$ cat src/rtl/sp_pkg.sv
package sp_pkg;
  typedef struct packed {
    logic rise;
    logic fall;
  } edge_t;

  function automatic edge_t find_edge(logic cur, logic prev);
    edge_t e;
    e.rise = cur & ~prev;
    e.fall = ~cur & prev;
    return e;
  endfunction
endpackage

$ cat src/rtl/sp_sync.sv
module sp_sync #(
  parameter int             W       = 10,
  parameter int             STAGES  = 2,
  parameter logic [W-1:0]   RST_VAL = '0
) (
  input  logic         clk_i,
  input  logic         rst_ni,
  input  logic [W-1:0] d_i,
  output logic [W-1:0] q_o
);
  logic [W-1:0] stg [STAGES];

  for (genvar g = 0; g < STAGES; g++) begin : g_stage
    if (g == 0) begin : g_first
      always_ff @(posedge clk_i or negedge rst_ni)
        if (!rst_ni) stg[g] <= RST_VAL;
        else         stg[g] <= d_i;
    end else begin : g_next
      always_ff @(posedge clk_i or negedge rst_ni)
        if (!rst_ni) stg[g] <= RST_VAL;
        else         stg[g] <= stg[g-1];
    end
  end

  assign q_o = stg[STAGES-1];
endmodule

$ cat src/rtl/sp_latch.sv
module sp_latch #(
  parameter int DATA_W = 8
) (
  input  logic              clk_i,
  input  logic              rst_ni,
  input  logic              cap_i,
  input  logic [DATA_W-1:0] d_i,
  output logic [DATA_W-1:0] q_o
);
  always_ff @(posedge clk_i or negedge rst_ni)
    if (!rst_ni)    q_o <= '0;
    else if (cap_i) q_o <= d_i;
endmodule

$ cat src/rtl/sp_hs_ctrl.sv
module sp_hs_ctrl
  import sp_pkg::*;
#(
  parameter int CTRL_IDX_W = 3,
  parameter int INTE_BIT   = 4
) (
  input  logic                  clk_i,
  input  logic                  rst_ni,
  input  logic                  s_stb_i,
  input  logic                  s_rd_i,
  input  logic                  bsr_we_i,
  input  logic [CTRL_IDX_W-1:0] bsr_sel_i,
  input  logic                  bsr_val_i,
  output logic                  cap_o,
  output logic                  full_o,
  output logic                  irq_o,
  output logic                  inte_o,
  output logic                  rd_prev_o
);
  localparam logic [CTRL_IDX_W-1:0] INTE_SEL = CTRL_IDX_W'(INTE_BIT);

  edge_t rd_e;
  logic  irq_set;

  assign rd_e    = find_edge(s_rd_i, rd_prev_o);
  assign cap_o   = ~s_stb_i;
  // read must be idle for two samples so a rising read edge cannot re-arm
  assign irq_set = s_stb_i & full_o & inte_o & s_rd_i & rd_prev_o;

  always_ff @(posedge clk_i or negedge rst_ni)
    if (!rst_ni) rd_prev_o <= 1'b1;
    else         rd_prev_o <= s_rd_i;

  always_ff @(posedge clk_i or negedge rst_ni)
    if (!rst_ni)            full_o <= 1'b0;
    else if (!s_stb_i)      full_o <= 1'b1;
    else if (rd_e.rise)     full_o <= 1'b0;

  always_ff @(posedge clk_i or negedge rst_ni)
    if (!rst_ni)                                inte_o <= 1'b0;
    else if (bsr_we_i && bsr_sel_i == INTE_SEL) inte_o <= bsr_val_i;

  always_ff @(posedge clk_i or negedge rst_ni)
    if (!rst_ni)                  irq_o <= 1'b0;
    else if (!inte_o || rd_e.fall) irq_o <= 1'b0;
    else if (irq_set)             irq_o <= 1'b1;
endmodule

$ cat src/rtl/strobe_in_port.sv
module strobe_in_port #(
  parameter int DATA_W      = 8,
  parameter int SYNC_STAGES = 2,
  parameter int CTRL_IDX_W  = 3,
  parameter int INTE_BIT    = 4
) (
  input  logic                  clk_i,
  input  logic                  rst_ni,
  input  logic [DATA_W-1:0]     pins_i,
  input  logic                  stb_ni,
  input  logic                  rd_ni,
  input  logic                  bsr_we_i,
  input  logic [CTRL_IDX_W-1:0] bsr_sel_i,
  input  logic                  bsr_val_i,
  output logic [DATA_W-1:0]     data_o,
  output logic                  full_o,
  output logic                  irq_o
);
  localparam int            SW      = DATA_W + 2;
  localparam logic [SW-1:0] SYN_RST = {2'b11, {DATA_W{1'b0}}};

  logic [SW-1:0]     syn_q;
  logic [DATA_W-1:0] s_pins;
  logic              s_stb, s_rd, rd_prev, inte_q, cap;

  sp_sync #(.W(SW), .STAGES(SYNC_STAGES), .RST_VAL(SYN_RST)) u_sync (
    .clk_i (clk_i),
    .rst_ni(rst_ni),
    .d_i   ({stb_ni, rd_ni, pins_i}),
    .q_o   (syn_q)
  );

  assign {s_stb, s_rd, s_pins} = syn_q;

  sp_hs_ctrl #(.CTRL_IDX_W(CTRL_IDX_W), .INTE_BIT(INTE_BIT)) u_ctrl (
    .clk_i    (clk_i),
    .rst_ni   (rst_ni),
    .s_stb_i  (s_stb),
    .s_rd_i   (s_rd),
    .bsr_we_i (bsr_we_i),
    .bsr_sel_i(bsr_sel_i),
    .bsr_val_i(bsr_val_i),
    .cap_o    (cap),
    .full_o   (full_o),
    .irq_o    (irq_o),
    .inte_o   (inte_q),
    .rd_prev_o(rd_prev)
  );

  sp_latch #(.DATA_W(DATA_W)) u_latch (
    .clk_i (clk_i),
    .rst_ni(rst_ni),
    .cap_i (cap),
    .d_i   (s_pins),
    .q_o   (data_o)
  );
endmodule

$ cat config.mk
export PLATFORM = sky130hd
export DESIGN_NAME = strobe_in_port
export DESIGN_NICKNAME = d
export VERILOG_FILES = /design/src/rtl/sp_pkg.sv /design/src/rtl/sp_sync.sv /design/src/rtl/sp_latch.sv /design/src/rtl/sp_hs_ctrl.sv /design/src/rtl/strobe_in_port.sv
export SDC_FILE = /design/constraint.sdc
export NUM_CORES = 1
export LEC_CHECK = 0
export ABC_AREA = 1
export BUFFER_PORTS_ARGS = -buffer_cell sky130_fd_sc_hd__buf_2
export CAP_MARGIN = 20
export CORE_MARGIN = 1.5
export CORE_UTILIZATION = 36
export DETAILED_ROUTE_END_ITERATION = 12
export PLACE_DENSITY_LB_ADDON = 0.08
export SLEW_MARGIN = 20
export SYNTH_ARGS = -nofsm -noshare
export SYNTH_HDL_FRONTEND = slang
export SYNTH_SLANG_ARGS = --single-unit
$ cat constraint.sdc
create_clock -name clk_i -period 1.29 [get_ports clk_i]
set_input_delay 0.0645 -clock clk_i [delete_from_list [all_inputs] [get_ports clk_i]]
set_output_delay 0.0645 -clock clk_i [all_outputs]
set_load 0.01 [all_outputs]
# ---- After elaboration in Yosys (flattened, before gate mapping)
# Index checks and enable logic that the tools add are counted.
dict set report word_totals {
  mem_bits_ro 0
  ff_bits 32
  latch_bits 0
  mem_count 0
  word_cells 25
  inputBits 17
  ram_bits 0
  output_inout_bits 10
}
dict set report op_classes {
  bitwise_logic 8
  shifts 0
  mux 4
  multipliers 0
  add_sub_neg 0
  n_eq_ne 2
  reduce_logical 4
  order_cmp 0
  div 0
}
# op count
set op_table {}
lappend op_table {{1-bit AND} 6}
lappend op_table {{1-bit two-way mux} 4}
lappend op_table {{3-bit == test, second input constant} 1}
lappend op_table {{2-bit by 1-bit != test with 1-bit output, second input constant} 1}
lappend op_table {{1-bit NOT} 2}
lappend op_table {{2-bit nonzero test} 1}
lappend op_table {{1-bit logical AND} 1}
lappend op_table {{1-bit logical NOT} 1}
lappend op_table {{1-bit logical OR} 1}

# ---- Logic depth before layout (Yosys ltp)
# Gate-level depths: netlist (run 1).
dict set report logic_depth {
  depth_word 6
  depth_mapped 5
  ltp_nobuf 5
}

# ---- Cells and area by module
# Synthesis (run 1) repeated with hierarchy kept, for this count alone.
dict set report unflattened {
  cells_unflattened 84
  hier_area_um2 1054.8
}
# mod seq_area_each_um2 n_inst cells_per_inst area_each_um2
set modules_own_cells {}
lappend modules_own_cells {sp_sync 505.5 1 30 580.6}
lappend modules_own_cells {sp_latch 200.2 1 34 305.3}
lappend modules_own_cells {sp_hs_ctrl 101.3 1 20 168.9}

# ---- Least setup slack after synthesis (run 1)
# Ideal clock, no wire load.
dict set report synth_path {
  path_type {reg-to-reg}
  from {register u_sync.stg (netlist bit u_sync.q_o[9])}
  to {register u_latch.q_o[6]}
  setup_slack_ns 0.379
  required_ns 1.216
  n_path_buf 2
  period_less_slack_ns 0.911
  stages_incl_launch_ff 5
  arrival_ns 0.837
  setup_time_ns 0.074
  cell_sequence {dfstp_2 buf_6 buf_6 nand2_1 o21ai_2}
}
# item line
set synth_lines {}
lappend synth_lines {{from (decl)} sp_sync.sv:11} ;# logic [W-1:0] stg [STAGES];
lappend synth_lines {{from (signal, indexed assignment)} sp_sync.sv:21} ;# else stg[g] <= stg[g-1];
lappend synth_lines {{to (signal assigned)} sp_latch.sv:12} ;# else if (cap_i) q_o <= d_i;
lappend synth_lines {{to (decl)} sp_latch.sv:8} ;# output logic [DATA_W-1:0] q_o

==> impl_results.md, run 1 <==
- Primary FF master, synth: dfrtp_1
- DR vias: 605
- CP Launch Point: bsr_val_i
- Post-synth EDFFs: 0
- Buffers on Ports: 26
- Worst-Skew Late Latency: 0.33 ns
- Crit path cell chain: dlygate4sd3_1 -> buf_2 -> nand3_1 -> dlygate4sd3_1 -> nand2_1
- Data arrival time of the worst path: 1.37 ns
- Vias in the first global route: 510
- Die Y: 55.6 um
- TritonRoute pass-1 iters: 1
- Most frequent cell after synthesis: dfrtp_1
- Final Cycle Share: 0.893
- Status: complete, no violations
- Cell chosen for the clock root: clkbuf_4
- Top post-synthesis cells by area: dfrtp_1 68%, dfstp_2 13%, nand2_1 5.7%
- P_leak: 0.000684 uW
- Yosys top cell area share: 0.679
- CTS resizes: 0
- Clk buf depth: 2
- Worst vdd ir: 0.00119 V
- Max_cap viols: 0
- RePlAce Congestion: 0.615
- Reg2reg setup slack: 0.27 ns
- Overflow after GRT: 0
- Reg2reg start: u_sync.q_o[9]
- Post-layout util: 0.532
- FP Rows: 18
- Layout cell share with drive strength beyond 1: 0.336
- Hold Vio Cnt, Final: 0
- Residual DRC: 0
- Register area share after synthesis: 0.811
- Die width: 55.6 um
- Post-DRT Antenna Nets: 0
- Startpoint Class: primary input
- Worst-Margin Slew: 0.386 ns
- Yosys reg bits: 32
- Hpwl dp: 874 um
- Gr usage total: 0.101
- Crit-path slowest cell: dlygate4sd3_1
- Hold Path Depth: 5
- Crit-path max FO: 1
- Sink of the worst hold path: u_ctrl.inte_o
- Synth area leader: dfrtp_1
- First-pass GRT wire length: 2220 um
- Clk slew on worst S/H paths: 0.09 ns
- Unrepaired setup endpoints after global routing: no
- CP top delay family: buffers and inverters
- Synthesized Nets: 90
- Drt via density: 4.06
- H-tree depth: 2
- Crit path required time: 1.51 ns
- Initial core utilization: 0.391
- WP buf/inv: 3
- Largest net degree at the start of global routing: 33
- CTS tree: done
- CTS Buf Count: 5
- Post-synth top cells: 27 x dfrtp_1, 15 x nand2_1, 11 x inv_1, 5 x dfstp_2, 5 x o21ai_0
- Slew HR: 0.743
- Avg Cell Area, Syn: 13.6 um^2
- RR Endpoint: u_ctrl.irq_o
- Max Freq: 0.868 GHz
- Cell Area, Synth: 995 um^2
- Cells after synthesis: 73
- Nets: 135
- Kind of critical path: primary input to flop
- Top cell by count, worst path: dlygate4sd3_1
- Core box area: 0.00254 mm^2
- Number of setup violations in the final report: 0
- Layout overhead on the synthesized area: 36.1%
- Syn. warnings: 0
- Slowest Stage Delay on Critical Path: 0.54 ns
- Crit end category: flop
- Worst Hold Launch: bsr_sel_i[0]
- Routed WL: 1430 um
- Antenna violations before repair: 0
- Initial DRC Count: 0
- Ports: 27
- Post-synth ARST share: 1.00
- Max-slew violation count: 0
- ANT cells: 0
- HP Class: primary input to flop
- Post-synth cell types: 11
- Setup TNS: 0 ns
- Min Tclk post-route: 1.15 ns
- R2R depth: 2
- Routed wire per std cell: 9.61 um
- Clock Sinks: 32
- Die area: 0.00309 mm^2
- Clock Skews: 0.00893 ns
- Cell Pwr Density: 1460 mW/mm^2
tightest hold or removal path, delay by kind of cell:
family / cells / cell delay, ns
buf+inv: 1 / 0.07
simple gates: 4 / 0.17
layout by cell type (no fill, tap or decap):
| cell | n |
|---|---|
| a21oi_1 | 1 |
| buf_2 | 26 |
| buf_4 | 1 |
| bufinv_16 | 1 |
| clkbuf_1 | 1 |
| clkbuf_4 | 5 |
| clkinv_2 | 1 |
| dfrtp_1 | 27 |
| dfstp_2 | 5 |
| dlygate4sd3_1 | 13 |
| inv_1 | 11 |
| nand2_1 | 15 |
| nand3_1 | 2 |
| nor2_1 | 1 |
| o21ai_0 | 5 |
| o21ai_1 | 3 |
| o21ai_2 | 1 |
cell families after synthesis:
logic type,Yosys count,synth area share
compound gates,10,0.0541
simple gates,18,0.0704
flops,32,0.811
buf+inv,13,0.0641
stage by stage:
stage	hold slack, ns	setup slack (ns)	instances	cell area [um^2]	power (uW)
2_1_floorplan	-0.231	0.379	73	995	1180
3_3_place_gp	0.102	0.291	128	1150	1250
3_5_place_dp	0.101	0.268	128	1150	1250
4_1_cts	0.0106	0.157	149	1350	2020
5_1_grt	0.0297	0.132	149	1350	2090
6_report	0.0230	0.138	149	1350	1980
layer usage:
metal | up-vias | track usage | wire [um]
li1 | 311 | - | -
met2 | 19 | 0.131 | 614
met4 | 0 | 0.0836 | 42
met1 | 268 | 0.122 | 669
met3 | 7 | 0.0515 | 105
met5 | - | 0 | 0
flip-flops by register name, summed over array words and instances (netlist names):
signal,flops
u_ctrl.rd_prev_o,1
u_ctrl.irq_o,1
u_ctrl.inte_o,1
u_latch.q_o,8
u_sync.stg,10
u_sync.q_o,10
u_ctrl.full_o,1
cell type report:
type,count,area [um^2]
clock buffers,6,41.3
clock inverters,2,35.0
fillers,218,1190
flip-flops and latches,32,807
repair buffers,40,268
multi-input cells,28,124
well taps,30,37.5
inverters,11,41.3
how the worst max path moves through the flow:
stage / to / slack [ns] / cells past startpoint
after floorplan: u_latch.q_o[6] / 0.38 / 4
after global placement: u_ctrl.irq_o / 0.29 / 2
after detailed placement: u_ctrl.irq_o / 0.27 / 2
after CTS: u_ctrl.inte_o / 0.16 / 5
after global routing: u_ctrl.inte_o / 0.13 / 5
final: u_ctrl.inte_o / 0.14 / 5
what timing repair did:
item | CTS | global route
setup buffers | 0 | 0
hold buffers | 13 | 0
endpoints found under the hold margin | 38 | 0
report_power, final:
group | switching, uW | internal (uW) | total (uW)
logic | 70.0 | 78.6 | 149
clock network | 322 | 406 | 728
registers | 32.4 | 1070 | 1110
total | 425 | 1560 | 1980
(Power assumes the default switching activity.)
==> run 2: changes to the inputs <==
--- a/config.mk
+++ b/config.mk
@@ -12,6 +12,7 @@
 export CORE_UTILIZATION = 36
 export DETAILED_ROUTE_END_ITERATION = 12
 export PLACE_DENSITY_LB_ADDON = 0.08
+export RECOVER_POWER = 50
 export SLEW_MARGIN = 20
 export SYNTH_ARGS = -nofsm -noshare
 export SYNTH_HDL_FRONTEND = slang
==> run 2 against run 1 <==
Against the previous run: critical path depth unchanged; routed wire length decreased by 0.14%; hold slack unchanged; via count unchanged; final cell count unchanged; first-iteration DRC count unchanged; maximum frequency unchanged; largest power group unchanged; highest routed layer unchanged.
==> impl_results.md, run 2 (synthesis gave the netlist of run 1 again) <==
- Worst-Margin Slew: 0.751 ns (+0.365 ns)
- Hold Vio Cnt, Final: 0 (unchanged)
- Crit-path slowest cell: dlygate4sd3_1
- CTS Buf Count: 5 (unchanged)
- Final WS setup: 0.138 ns (unchanged)
- Post-layout util: 0.531 (-0.000984)
- Routed WL: 1430 um (-0.14%)
- Met2 Wirelength: 613 um (-0.16%)
- Buffers on Ports: 26 (unchanged)
- Residual DRC: 0 (unchanged)
- Uppermost layer routed: met4
- Initial core utilization: 0.391 (unchanged)
- Gr usage total: 0.101 (unchanged)
- Number of setup violations in the final report: 0 (unchanged)
- Clock Skews: 0.00893 ns (unchanged)
- Die Y: 55.6 um (unchanged)
- Data arrival time of the worst path: 1.37 ns (about the same)
- CTS resizes: 0 (unchanged)
- Max Freq: 0.868 GHz (unchanged)
- Max-slew violation count: 0 (unchanged)
- H-tree depth: 2 (unchanged)
- FP Rows: 18 (unchanged)
- Worst-Skew Late Latency: 0.33 ns (about the same)
- Placement Cell Area: 0.00115 mm^2 (unchanged)
- Setup TNS: 0 ns (unchanged)
- Clk slew on worst S/H paths: 0.09 ns (about the same)
- Startpoint Class: primary input
- ANT cells: 0 (unchanged)
- Clk buf depth: 2 (unchanged)
- P_leak: 0.000683 uW (about the same)
- Nets: 135 (unchanged)
- Kind of critical path: primary input to flop
- Layout cell share with drive strength beyond 1: 0.336 (unchanged)
- Routed wire per std cell: 9.60 um (-0.14%)
- DR vias: 605 (unchanged)
- CP top delay family: buffers and inverters
- Multi-input logic area: 124 um^2 (unchanged)
- Post-DRT Antenna Nets: 0 (unchanged)
- Slowest Stage Delay on Critical Path: 0.54 ns (about the same)
- Vias in the first global route: 510 (unchanged)
- Unrepaired setup endpoints after global routing: no
- Metal1 wirelength: 668 um (-0.15%)
- Initial DRC Count: 0 (unchanged)
- Filler Cell Count: 219 (+0.46%)
- HP Class: primary input to flop
- Clock Sinks: 32 (unchanged)
- Die area: 0.00309 mm^2 (unchanged)
- Crit end category: flop
- Reg2reg setup slack: 0.27 ns (about the same)
- Most common cell after layout, fill and taps aside: dfrtp_1
- First-pass GRT wire length: 2220 um (unchanged)
- Cell Pwr Density: 1470 mW/mm^2 (+0.13%)
- Largest net degree at the start of global routing: 33 (unchanged)
- Final instance area: 0.00135 mm^2 (-0.18%)
- Crit path cell chain: dlygate4sd3_1 -> buf_2 -> nand3_1 -> dlygate4sd3_1 -> nand2_1
- Layout overhead on the synthesized area: 35.8%
- Commonest cells after routing, fill and taps aside: 27 x dfrtp_1, 26 x buf_2, 15 x nand2_1
- Min Tclk post-route: 1.15 ns (unchanged)
- Max_cap viols: 0 (unchanged)
- CTS tree: done
- Overflow after GRT: 0 (unchanged)
- Worst vdd ir: 0.00119 V (unchanged)
- Crit path required time: 1.51 ns (about the same)
- WP buf/inv: 3 (unchanged)
- Top cell by count, worst path: dlygate4sd3_1
- Core box area: 0.00254 mm^2 (unchanged)
- Crit-path max FO: 1 (unchanged)
- Biggest regs: u_sync.q_o: 10 flops, u_sync.stg: 10 flops, u_latch.q_o: 8 flops
- RePlAce Congestion: 0.615 (unchanged)
- Die width: 55.6 um (unchanged)
- Post-Place Worst Slack: 0.268 ns (unchanged)
- Cell chosen for the clock root: clkbuf_4
- TritonRoute pass-1 iters: 1 (unchanged)
- Register area: 807 um^2 (unchanged)
- Post-CTS Setup Bufs: 0 (unchanged)
- Met3 WL: 105 um (unchanged)
- Hpwl dp: 874 um (unchanged)
- Ports: 27 (unchanged)
- Slew HR: 0.499 (-0.243)
- Antenna violations before repair: 0 (unchanged)
- Status: complete, no violations
- Drt via density: 4.06 (unchanged)
- Final Cycle Share: 0.893 (unchanged)
-- run 2: cell types whose count changed in the layout (fill, tap and decap cells not counted) --
cell | before | now
buf_4 | 1 | 0
clkbuf_2 | 0 | 1
-- run 2: final timing paths --
path                                 from              to  cells after the start
setup / recovery                bsr_val_i   u_ctrl.inte_o                      5
hold / removal               bsr_sel_i[0]   u_ctrl.inte_o                      5
setup reg to reg            u_sync.q_o[9]    u_ctrl.irq_o                      2
hold reg to reg            u_sync.stg[10]   u_sync.q_o[0]                      0
max in group asynchronous          rst_ni  u_latch.q_o[1]                      3
min in group asynchronous          rst_ni  u_latch.q_o[3]                      3
-- run 2: cell type report --
type                       count  share of cell area
tap                           30              0.0278
clock inverter                 2              0.0259
inverter                      11              0.0306
clock buffer                   6              0.0306
timing repair buffer          40               0.196
sequential                    32               0.597
multi-input combinational     28              0.0917
-- run 2: through the flow --
stage	hold WS [ns]	total power (uW)	std cells
3_5_place_dp	0.101	1250	128
2_1_floorplan	-0.231	1180	73
3_3_place_gp	0.102	1250	128
6_report	0.0230	1980	149
4_1_cts	0.0106	2020	149
5_1_grt	0.0297	2090	149
-- run 2: where the power goes --
| group | leakage (uW) | internal (uW) | switching (uW) |
|---|---|---|---|
| logic | 0.000268 | 77.5 | 70.0 |
| clock network | 0.0000422 | 406 | 322 |
| registers | 0.000373 | 1070 | 32.4 |
-- run 2: metal layers --
layer  vias to the layer above  GRT usage
li1                        311          -
met4                         0     0.0836
met2                        19      0.131
met5                         -          0
met1                       268      0.122
met3                         7     0.0515
-- run 2: timing repair --
item,in CTS,in global routing
hold buffers,13,0
setup endpoints to repair,0,0
endpoints found under the hold margin,38,0
-- run 2: worst min-delay path: stages --
cell and delay (ns):
buf_2 0.07, nor2_1 0.04, nand2_1 0.05, nand2_1 0.04, nand2_1 0.04
